## src/rtl/codec_irq_pkg.sv

```systemverilog
package codec_irq_pkg;
  localparam int SRC_N = 3;
  localparam int SRC_STORE = 2;
  localparam int SRC_PLAY = 1;
  localparam int SRC_POWER = 0;

  typedef struct packed {
    logic [SRC_N-1:0] setFlag;
    logic [SRC_N-1:0] clrFlag;
    logic             wipe;
  } flagCtl_t;
endpackage

```

## src/rtl/codec_irq_flags.sv

```systemverilog
module codec_irq_flags
  import codec_irq_pkg::*;
#(
  parameter int PWR_W = 5,
  localparam int STAT_W = PWR_W + SRC_N
) (
  input  logic              clk,
  input  logic              rstN,
  input  flagCtl_t          ctl,
  input  logic [PWR_W-1:0]  powerLevel,
  output logic [SRC_N-1:0]  flags,
  output logic [STAT_W-1:0] statusWord
);
  for (genvar i = 0; i < SRC_N; i++) begin : g_flag
    logic flagQ;
    always_ff @(posedge clk or negedge rstN) begin
      if (!rstN) begin
        flagQ <= 1'b0;
      end else if (ctl.wipe) begin
        flagQ <= 1'b0;
      end else if (ctl.setFlag[i]) begin
        flagQ <= 1'b1;
      end else if (ctl.clrFlag[i]) begin
        flagQ <= 1'b0;
      end
    end
    assign flags[i] = flagQ;
  end

  assign statusWord = {flags, powerLevel};
endmodule

```

## src/rtl/codec_irq_ctrl.sv

```systemverilog
module codec_irq_ctrl
  import codec_irq_pkg::*;
(
  input  logic             clk,
  input  logic             rstN,
  input  logic             storeDone,
  input  logic             playDone,
  input  logic             pageDone,
  input  logic             storeLoad,
  input  logic             playLoad,
  input  logic             genReset,
  input  logic             statusRead,
  input  logic [SRC_N-1:0] enables,
  input  logic [SRC_N-1:0] flags,
  output flagCtl_t         ctl,
  output logic             irq
);
  logic [SRC_N-1:0] termNow;
  logic [SRC_N-1:0] termQ;
  logic             irqQ;
  logic             irqSet;

  always_comb begin
    ctl = '0;
    ctl.setFlag[SRC_STORE] = storeDone;
    ctl.setFlag[SRC_PLAY]  = playDone;
    ctl.setFlag[SRC_POWER] = pageDone;
    ctl.clrFlag[SRC_STORE] = storeLoad;
    ctl.clrFlag[SRC_PLAY]  = playLoad;
    ctl.clrFlag[SRC_POWER] = statusRead;
    ctl.wipe               = genReset;
  end

  assign termNow = flags & enables;
  assign irqSet  = |(termNow & ~termQ);

  always_ff @(posedge clk or negedge rstN) begin
    if (!rstN) begin
      termQ <= '0;
      irqQ  <= 1'b0;
    end else if (genReset) begin
      termQ <= '0;
      irqQ  <= 1'b0;
    end else begin
      termQ <= termNow;
      if (irqSet) begin
        irqQ <= 1'b1;
      end else if (statusRead) begin
        irqQ <= 1'b0;
      end
    end
  end

  assign irq = irqQ;
endmodule

```

## src/rtl/codec_irq_status.sv

```systemverilog
module codec_irq_status
  import codec_irq_pkg::*;
#(
  parameter int PWR_W = 5,
  localparam int STAT_W = PWR_W + SRC_N
) (
  input  logic              clk,
  input  logic              rstN,
  input  logic              storeDone,
  input  logic              playDone,
  input  logic              pageDone,
  input  logic              storeLoad,
  input  logic              playLoad,
  input  logic              genReset,
  input  logic              enStore,
  input  logic              enPlay,
  input  logic              enPower,
  input  logic              statusRead,
  input  logic [PWR_W-1:0]  powerLevel,
  output logic [STAT_W-1:0] statusWord,
  output logic              irq
);
  flagCtl_t         ctl;
  logic [SRC_N-1:0] flags;
  logic [SRC_N-1:0] enables;

  always_comb begin
    enables = '0;
    enables[SRC_STORE] = enStore;
    enables[SRC_PLAY]  = enPlay;
    enables[SRC_POWER] = enPower;
  end

  codec_irq_ctrl u_ctrl (
    .clk(clk), .rstN(rstN),
    .storeDone(storeDone), .playDone(playDone), .pageDone(pageDone),
    .storeLoad(storeLoad), .playLoad(playLoad), .genReset(genReset),
    .statusRead(statusRead), .enables(enables), .flags(flags),
    .ctl(ctl), .irq(irq)
  );

  codec_irq_flags #(.PWR_W(PWR_W)) u_flags (
    .clk(clk), .rstN(rstN), .ctl(ctl), .powerLevel(powerLevel),
    .flags(flags), .statusWord(statusWord)
  );
endmodule

```

## config.mk

```make
export PLATFORM = sky130hd
export DESIGN_NAME = codec_irq_status
export DESIGN_NICKNAME = d
export VERILOG_FILES = /design/src/rtl/codec_irq_pkg.sv /design/src/rtl/codec_irq_flags.sv /design/src/rtl/codec_irq_ctrl.sv /design/src/rtl/codec_irq_status.sv
export SDC_FILE = /design/constraint.sdc
export NUM_CORES = 1
export LEC_CHECK = 0
export ABC_CLOCK_PERIOD_IN_PS = 800
export BUFFER_PORTS_ARGS = -buffer_cell sky130_fd_sc_hd__buf_2
export CORE_AREA = 2 2 39 41
export CTS_CLUSTER_DIAMETER = 120
export DETAILED_ROUTE_END_ITERATION = 10
export DIE_AREA = 0 0 41 43
export GPL_ROUTABILITY_DRIVEN = 0
export PLACE_DENSITY = 0.69
export SLEW_MARGIN = 20
export SYNTH_ARGS = -nofsm -noshare
export SYNTH_HDL_FRONTEND = slang
export SYNTH_SLANG_ARGS = --single-unit
```

## constraint.sdc

```tcl
create_clock -name clk -period 0.8 [get_ports clk]
set_input_delay 0.16 -clock clk [delete_from_list [all_inputs] [get_ports clk]]
set_output_delay 0.16 -clock clk [all_outputs]
set_load 0.01 [all_outputs]
```

# Yosys cells after proc, flatten, opt, wreduce, memory -nomap -nowiden
# Index checks and enable logic that the tools add are counted.
[classes]
n_bitwise = 3
n_reduce_logical = 5
muxes = 12
[op_table]
columns = ["op", "count"]
rows = [
  ["3-bit nonzero test", 4],
  ["1-bit 2-to-1 mux", 11],
  ["3-bit AND", 2],
  ["3-bit 2-to-1 mux", 1],
  ["3-bit NOT", 1],
  ["3-bit OR reduction", 1],
]
[word_totals]
out_inout_bits = 9
wordCells = 25
in_bits = 17
reg_bits = 7

# Longest topological paths before layout
[logic_depth]
ltp_word = 5
ltp_mapped = 2
ltp_nobuf = 2

# Cells and area by module
# From an unflattened synthesis, not the netlist that was laid out.
[hier_totals]
cells_unflattened = 45
area_unflattened_um2 = 422.9
[by_module_without_submodules]
columns = ["module", "area_per_inst_um2", "n_inst", "seq_area_each_um2", "cells_each"]
rows = [
  ["codec_irq_ctrl", 220.2, 1, 100.1, 22],
  ["codec_irq_flags", 202.7, 1, 75.1, 23],
]

# Worst setup path before layout
# No wires, ideal clock.
[synth_timing]
kind = "reg2reg"
startpoint = "register u_ctrl.termQ[2]"
endpoint = "register u_ctrl.irqQ (netlist: u_ctrl.irq)"
setup_slack_ns = 0.059
path_stages_with_launch = 3
t_required_ns = 0.716
setup_time_ns = 0.084
arrival_time_ns = 0.658
path_cell_list = "dfrtp_1 -> nand3b_1 -> a41oi_2"
[synth_between]
elab_chain_cells = 5
elab_cells_between_ends = 6
[synth_lines]
columns = ["item", "line_no", "source"]
rows = [
  ["start, declared", "codec_irq_ctrl.sv:19", "logic [SRC_N-1:0] termQ;"],
  ["start signal, assigned", "codec_irq_ctrl.sv:45", "termQ <= termNow;"],
  ["3-bit NOT (*)", "codec_irq_ctrl.sv:35", "assign irqSet = |(termNow & ~termQ);"],
  ["3-bit AND (*)", "codec_irq_ctrl.sv:35", ""],
  ["3-bit OR reduction (*)", "codec_irq_ctrl.sv:35", ""],
  ["1-bit 2-to-1 mux", "codec_irq_ctrl.sv:46", "if (irqSet) begin"],
  ["1-bit 2-to-1 mux", "codec_irq_ctrl.sv:41", "end else if (genReset) begin"],
  ["end signal, assigned", "codec_irq_ctrl.sv:40", "irqQ <= 1'b0;"],
  ["end signal, assigned", "codec_irq_ctrl.sv:43", "irqQ <= 1'b0;"],
  ["end signal, assigned", "codec_irq_ctrl.sv:47", "irqQ <= 1'b1;"],
  ["end, declared", "codec_irq_ctrl.sv:20", "logic irqQ;"],
]
# Mark *: on every way between the ends. The rest lies on a longest branch, timed or not.
# A chain may end at the register's enable or synchronous reset.

# Worst setup path after layout
[layout_timing]
startpoint = "register u_flags.g_flag[2].flagQ"
endpoint = "output statusWord[7]"
[layout_lines]
columns = ["item", "line_no", "source"]
rows = [
  ["start, declared", "codec_irq_flags.sv:15", "logic flagQ;"],
  ["start signal, assigned", "codec_irq_flags.sv:18", "flagQ <= 1'b0;"],
  ["start signal, assigned", "codec_irq_flags.sv:20", "flagQ <= 1'b0;"],
  ["start signal, assigned", "codec_irq_flags.sv:22", "flagQ <= 1'b1;"],
  ["end, declared", "codec_irq_status.sv:20", "output logic [STAT_W-1:0] statusWord,"],
]
# No word-level cell between the ends.

==> flow_summary.html <==
<table>
<tr><th>Metric</th><th>Value</th></tr>
<tr><th colspan="2">Outcome</th></tr>
<tr><td>Status</td><td>complete, but fails checks</td></tr>
<tr><td>Failing checks</td><td>negative setup slack</td></tr>
<tr><th colspan="2">Timing</th></tr>
<tr><td>Setup Total Neg Slack</td><td>-559 ps</td></tr>
<tr><td>Tcrit/Tclk final</td><td>1.17</td></tr>
<tr><td>Largest clock skew in the final design</td><td>1.45 ps</td></tr>
<tr><td>Smallest hold slack</td><td>126 ps</td></tr>
<tr><td>Number of max-slew violations in the final report</td><td>0</td></tr>
<tr><td>Unrepaired setup endpoints after global routing</td><td>yes</td></tr>
<tr><td>Least-Margin Pin Slew</td><td>160 ps</td></tr>
<tr><td>Max_slew headroom</td><td>0.894</td></tr>
<tr><td>Final worst setup slack</td><td>-133 ps</td></tr>
<tr><td>Final Setup Violations</td><td>5</td></tr>
<tr><td>Time the worst path needs with I/O delays and setup</td><td>933 ps</td></tr>
<tr><td>Final Hold Vio Count</td><td>0</td></tr>
<tr><td>Maximum clock rate</td><td>1070 MHz</td></tr>
<tr><th colspan="2">Layout</th></tr>
<tr><td>Area of all placed cells without fillers</td><td>449 µm²</td></tr>
<tr><td>Highest-count cells in the layout ignoring fill and taps</td><td>buf_2 (15), dfrtp_1 (7)</td></tr>
<tr><td>Area grow syn2layout</td><td>29.1%</td></tr>
<tr><td>Most common cell after layout, fill and taps aside</td><td>buf_2</td></tr>
<tr><td>Number of antenna diodes</td><td>0</td></tr>
<tr><td>Final-stage net count</td><td>68</td></tr>
<tr><td>Layout cells sized above 1</td><td>0.460</td></tr>
<tr><th colspan="2">Pwr</th></tr>
<tr><td>Overall power after layout</td><td>0.826 mW</td></tr>
<tr><td>Sequential share of power</td><td>0.460</td></tr>
<tr><td>Comb power frac</td><td>0.143</td></tr>
<tr><td>Net switching component of the power</td><td>0.199 mW</td></tr>
<tr><td>Leakage Power</td><td>0.238 nW</td></tr>
<tr><td>Maximum ir drop on the vdd rail</td><td>0.897 mV</td></tr>
<tr><td>Relative contribution of the clock network to total power</td><td>0.397</td></tr>
<tr><td>Power Dens Cells</td><td>1840 nW/µm²</td></tr>
<tr><td>Sw Share</td><td>0.241</td></tr>
<tr><td>Internal Power</td><td>0.627 mW</td></tr>
<tr><th colspan="2">Worst setup path</th></tr>
<tr><td>Element type at the critical path end</td><td>primary output</td></tr>
<tr><td>Worst Path Buf+Inv</td><td>1</td></tr>
<tr><td>Last element of the critical path</td><td>statusWord[7]</td></tr>
<tr><td>Worst reg2reg setup slack</td><td>-50 ps</td></tr>
<tr><td>Category of the critical setup timing path</td><td>register to primary output</td></tr>
<tr><td>Maximum fanout encountered on the critical timing path</td><td>2</td></tr>
<tr><td>Critical Path Source Type</td><td>register</td></tr>
<tr><td>Crit path cell chain</td><td>buf_2</td></tr>
<tr><td>Cell family contributing the most delay on the critical path</td><td>flip-flops</td></tr>
<tr><td>Reg-to-reg critical path startpoint</td><td>u_flags.g_flag[2].flagQ$_DFFE_PN0P_</td></tr>
<tr><td>Data required time of the critical path</td><td>640 ps</td></tr>
<tr><td>Worst flop-to-flop path endpoint</td><td>u_ctrl.irq$_DFFE_PN0P_</td></tr>
<tr><td>FF-to-FF path depth</td><td>3</td></tr>
<tr><td>Maximum cell stage delay along the critical path</td><td>380 ps</td></tr>
<tr><td>Arrival time of the worst setup path</td><td>770 ps</td></tr>
<tr><td>Standard cell with the maximum stage delay on the critical path</td><td>dfrtp_1</td></tr>
<tr><td>Worst path depth</td><td>1</td></tr>
<tr><td>Launching element of the worst setup path</td><td>u_flags.g_flag[2].flagQ$_DFFE_PN0P_</td></tr>
<tr><th colspan="2">Global route</th></tr>
<tr><td>First-pass GRT wire length</td><td>1170 µm</td></tr>
<tr><td>Global route overflow</td><td>0</td></tr>
<tr><td>Total routing usage reported by global routing</td><td>0.105</td></tr>
<tr><td>Maximum number of pins on one net before global-route repair</td><td>8</td></tr>
<tr><td>Antenna violations before repair</td><td>0</td></tr>
<tr><td>Number of global-route vias before repair</td><td>303</td></tr>
<tr><th colspan="2">Place</th></tr>
<tr><td>Minimum setup slack after placement</td><td>24.3 ps</td></tr>
<tr><td>Post-detailed-placement half-perimeter wirelength</td><td>454 µm</td></tr>
<tr><td>Buffers added on ports</td><td>15</td></tr>
<tr><td>Placement-stage cell area</td><td>383 µm²</td></tr>
<tr><th colspan="2">Clock tree</th></tr>
<tr><td>TritonCTS clock tree</td><td>yes</td></tr>
<tr><td>Number of levels in the clock H-tree</td><td>1</td></tr>
<tr><td>CTS Buf Count</td><td>3</td></tr>
<tr><td>Root Buffer</td><td>clkbuf_4</td></tr>
<tr><td>Latest clock arrival within the worst-skew pair</td><td>250 ps</td></tr>
<tr><td>Number of sinks handled by clock tree synthesis</td><td>7</td></tr>
<tr><td>CTS clk-pin slew, worst paths</td><td>50 ps</td></tr>
<tr><td>Buffer depth of the longest clock path</td><td>2</td></tr>
<tr><th colspan="2">Drt</th></tr>
<tr><td>Final routed wire length divided by cell count</td><td>9.56 µm</td></tr>
<tr><td>Initial DRC count</td><td>2</td></tr>
<tr><td>Detailed-routing iteration count for the pre-antenna-repair pass</td><td>4</td></tr>
<tr><td>Ratio of routed vias to standard cells</td><td>4.11</td></tr>
<tr><td>Topmost layer with routed signal wires</td><td>met4</td></tr>
<tr><td>Post-Route M1 WL</td><td>250 µm</td></tr>
<tr><td>Remaining DRCs</td><td>0</td></tr>
<tr><td>Overall via count from detail_route</td><td>271</td></tr>
<tr><td>Routed length on met2</td><td>289 µm</td></tr>
<tr><td>Detailed route wirelength on metal3</td><td>74 µm</td></tr>
<tr><td>Remaining antenna violation count</td><td>0</td></tr>
<tr><td>Final wirelength</td><td>631 µm</td></tr>
<tr><th colspan="2">Worst hold path</th></tr>
<tr><td>Hold/Removal Path Class</td><td>primary input to register</td></tr>
<tr><td>Hold Path Cell Cnt</td><td>3</td></tr>
<tr><th colspan="2">Synthesis</th></tr>
<tr><td>Synthesis-stage register bit count</td><td>7</td></tr>
<tr><td>Share of Yosys cell area claimed by the top area cell type</td><td>0.504</td></tr>
<tr><td>Netlist Area Pre-Place</td><td>348 µm²</td></tr>
<tr><td>Sequential share of the synthesized area</td><td>0.504</td></tr>
<tr><td>Syn_nets</td><td>52</td></tr>
<tr><td>Cell variety after synth</td><td>9</td></tr>
<tr><td>Top area cells in the synthesized netlist</td><td>dfrtp_1 (50%), buf_4 (17%), nand2b_1 (7.2%), nand3b_1 (6.5%), a41oi_2 (4.7%)</td></tr>
<tr><td>Count of warnings emitted by yosys</td><td>0</td></tr>
<tr><td>Mapped Cells</td><td>35</td></tr>
<tr><td>Syn_area_per_cell</td><td>9.94 µm²</td></tr>
<tr><td>Most area-hungry cell type in the Yosys netlist</td><td>dfrtp_1</td></tr>
<tr><th colspan="2">Die</th></tr>
<tr><td>Die Span Y</td><td>43 µm</td></tr>
<tr><td>Die width</td><td>41 µm</td></tr>
<tr><td>Core region area</td><td>1380 µm²</td></tr>
<tr><td>Effective utilization at floorplan</td><td>0.251</td></tr>
<tr><td>Number of top-level pins</td><td>26</td></tr>
<tr><td>Cell row count</td><td>14</td></tr>
<tr><td>Die Outline Area</td><td>1760 µm²</td></tr>
<tr><th colspan="2">Job</th></tr>
<tr><td>Number of max-capacitance violations reported</td><td>0</td></tr>
</table>
## how the worst min path moves through the flow
stage                  start                                  end  slack (ps)
floorplan               rstN               u_ctrl.irq$_DFFE_PN0P_        -140
global placement        rstN  u_flags.g_flag[2].flagQ$_DFFE_PN0P_          -2
detailed placement      rstN  u_flags.g_flag[2].flagQ$_DFFE_PN0P_           2
CTS                 playDone  u_flags.g_flag[1].flagQ$_DFFE_PN0P_         120
global route         enStore            u_ctrl.termQ[2]$_DFF_PN0_         130
finish              playDone  u_flags.g_flag[1].flagQ$_DFFE_PN0P_         130
## routing by layer
metal,GRT usage,vias to the layer above
li1,-,133
met1,0.109,121
met2,0.138,13
met3,0.0785,4
met4,0.0800,0
met5,0,-
## layout make-up
class                      count  area [µm²]
inverter                       3        11.3
fill                         148         935
timing repair buffer          19         108
clock buffer                   4        26.3
multi-input combinational     17         109
sequential                     7         175
tap                           16        20.0
## power groups by stage
stage / Sequential [mW] / Clock, mW / Combinational, mW
3_3_place_gp: 0.390 / 0 / 0.0911
5_1_grt: 0.382 / 0.379 / 0.132
6_report: 0.380 / 0.328 / 0.118
4_1_cts: 0.380 / 0.335 / 0.116
3_5_place_dp: 0.391 / 0 / 0.0927
2_1_floorplan: 0.391 / 0 / 0.0735
## Yosys cell counts, drive strengths merged
cell	number
inv	3
nand2b	4
nor2	3
dfrtp	7
buf	8
a41oi	1
nand3b	3
nand2	3
a21oi	3
## sequential cells by signal, indices dropped and copies added, names as in the netlist
signal                count
u_ctrl.termQ              3
u_flags.g_flag.flagQ      3
u_ctrl.irq                1
## per-stage QoR
step	utilization	std cells
floorplan	-	35
global placement	0.277	58
detailed placement	0.277	58
CTS	0.319	66
global route	0.325	66
finish	0.325	66
## what timing repair did
| item | CTS | global route |
|---|---|---|
| hold endpoints to repair | 7 | 0 |
| resized for setup | 0 | 1 |
| hold buffers | 1 | 0 |
| setup endpoints to repair | 4 | 7 |
| buffers inserted | 3 | 0 |
## cells by family after synthesis
| family | count (synthesis) | synth area share |
|---|---|---|
| AO/OA/AOI/OAI | 4 | 0.0899 |
| buffers and inverters | 11 | 0.205 |
| flip-flops | 7 | 0.504 |
| AND/OR/NAND/NOR | 13 | 0.201 |
(Power assumes the default switching activity.)
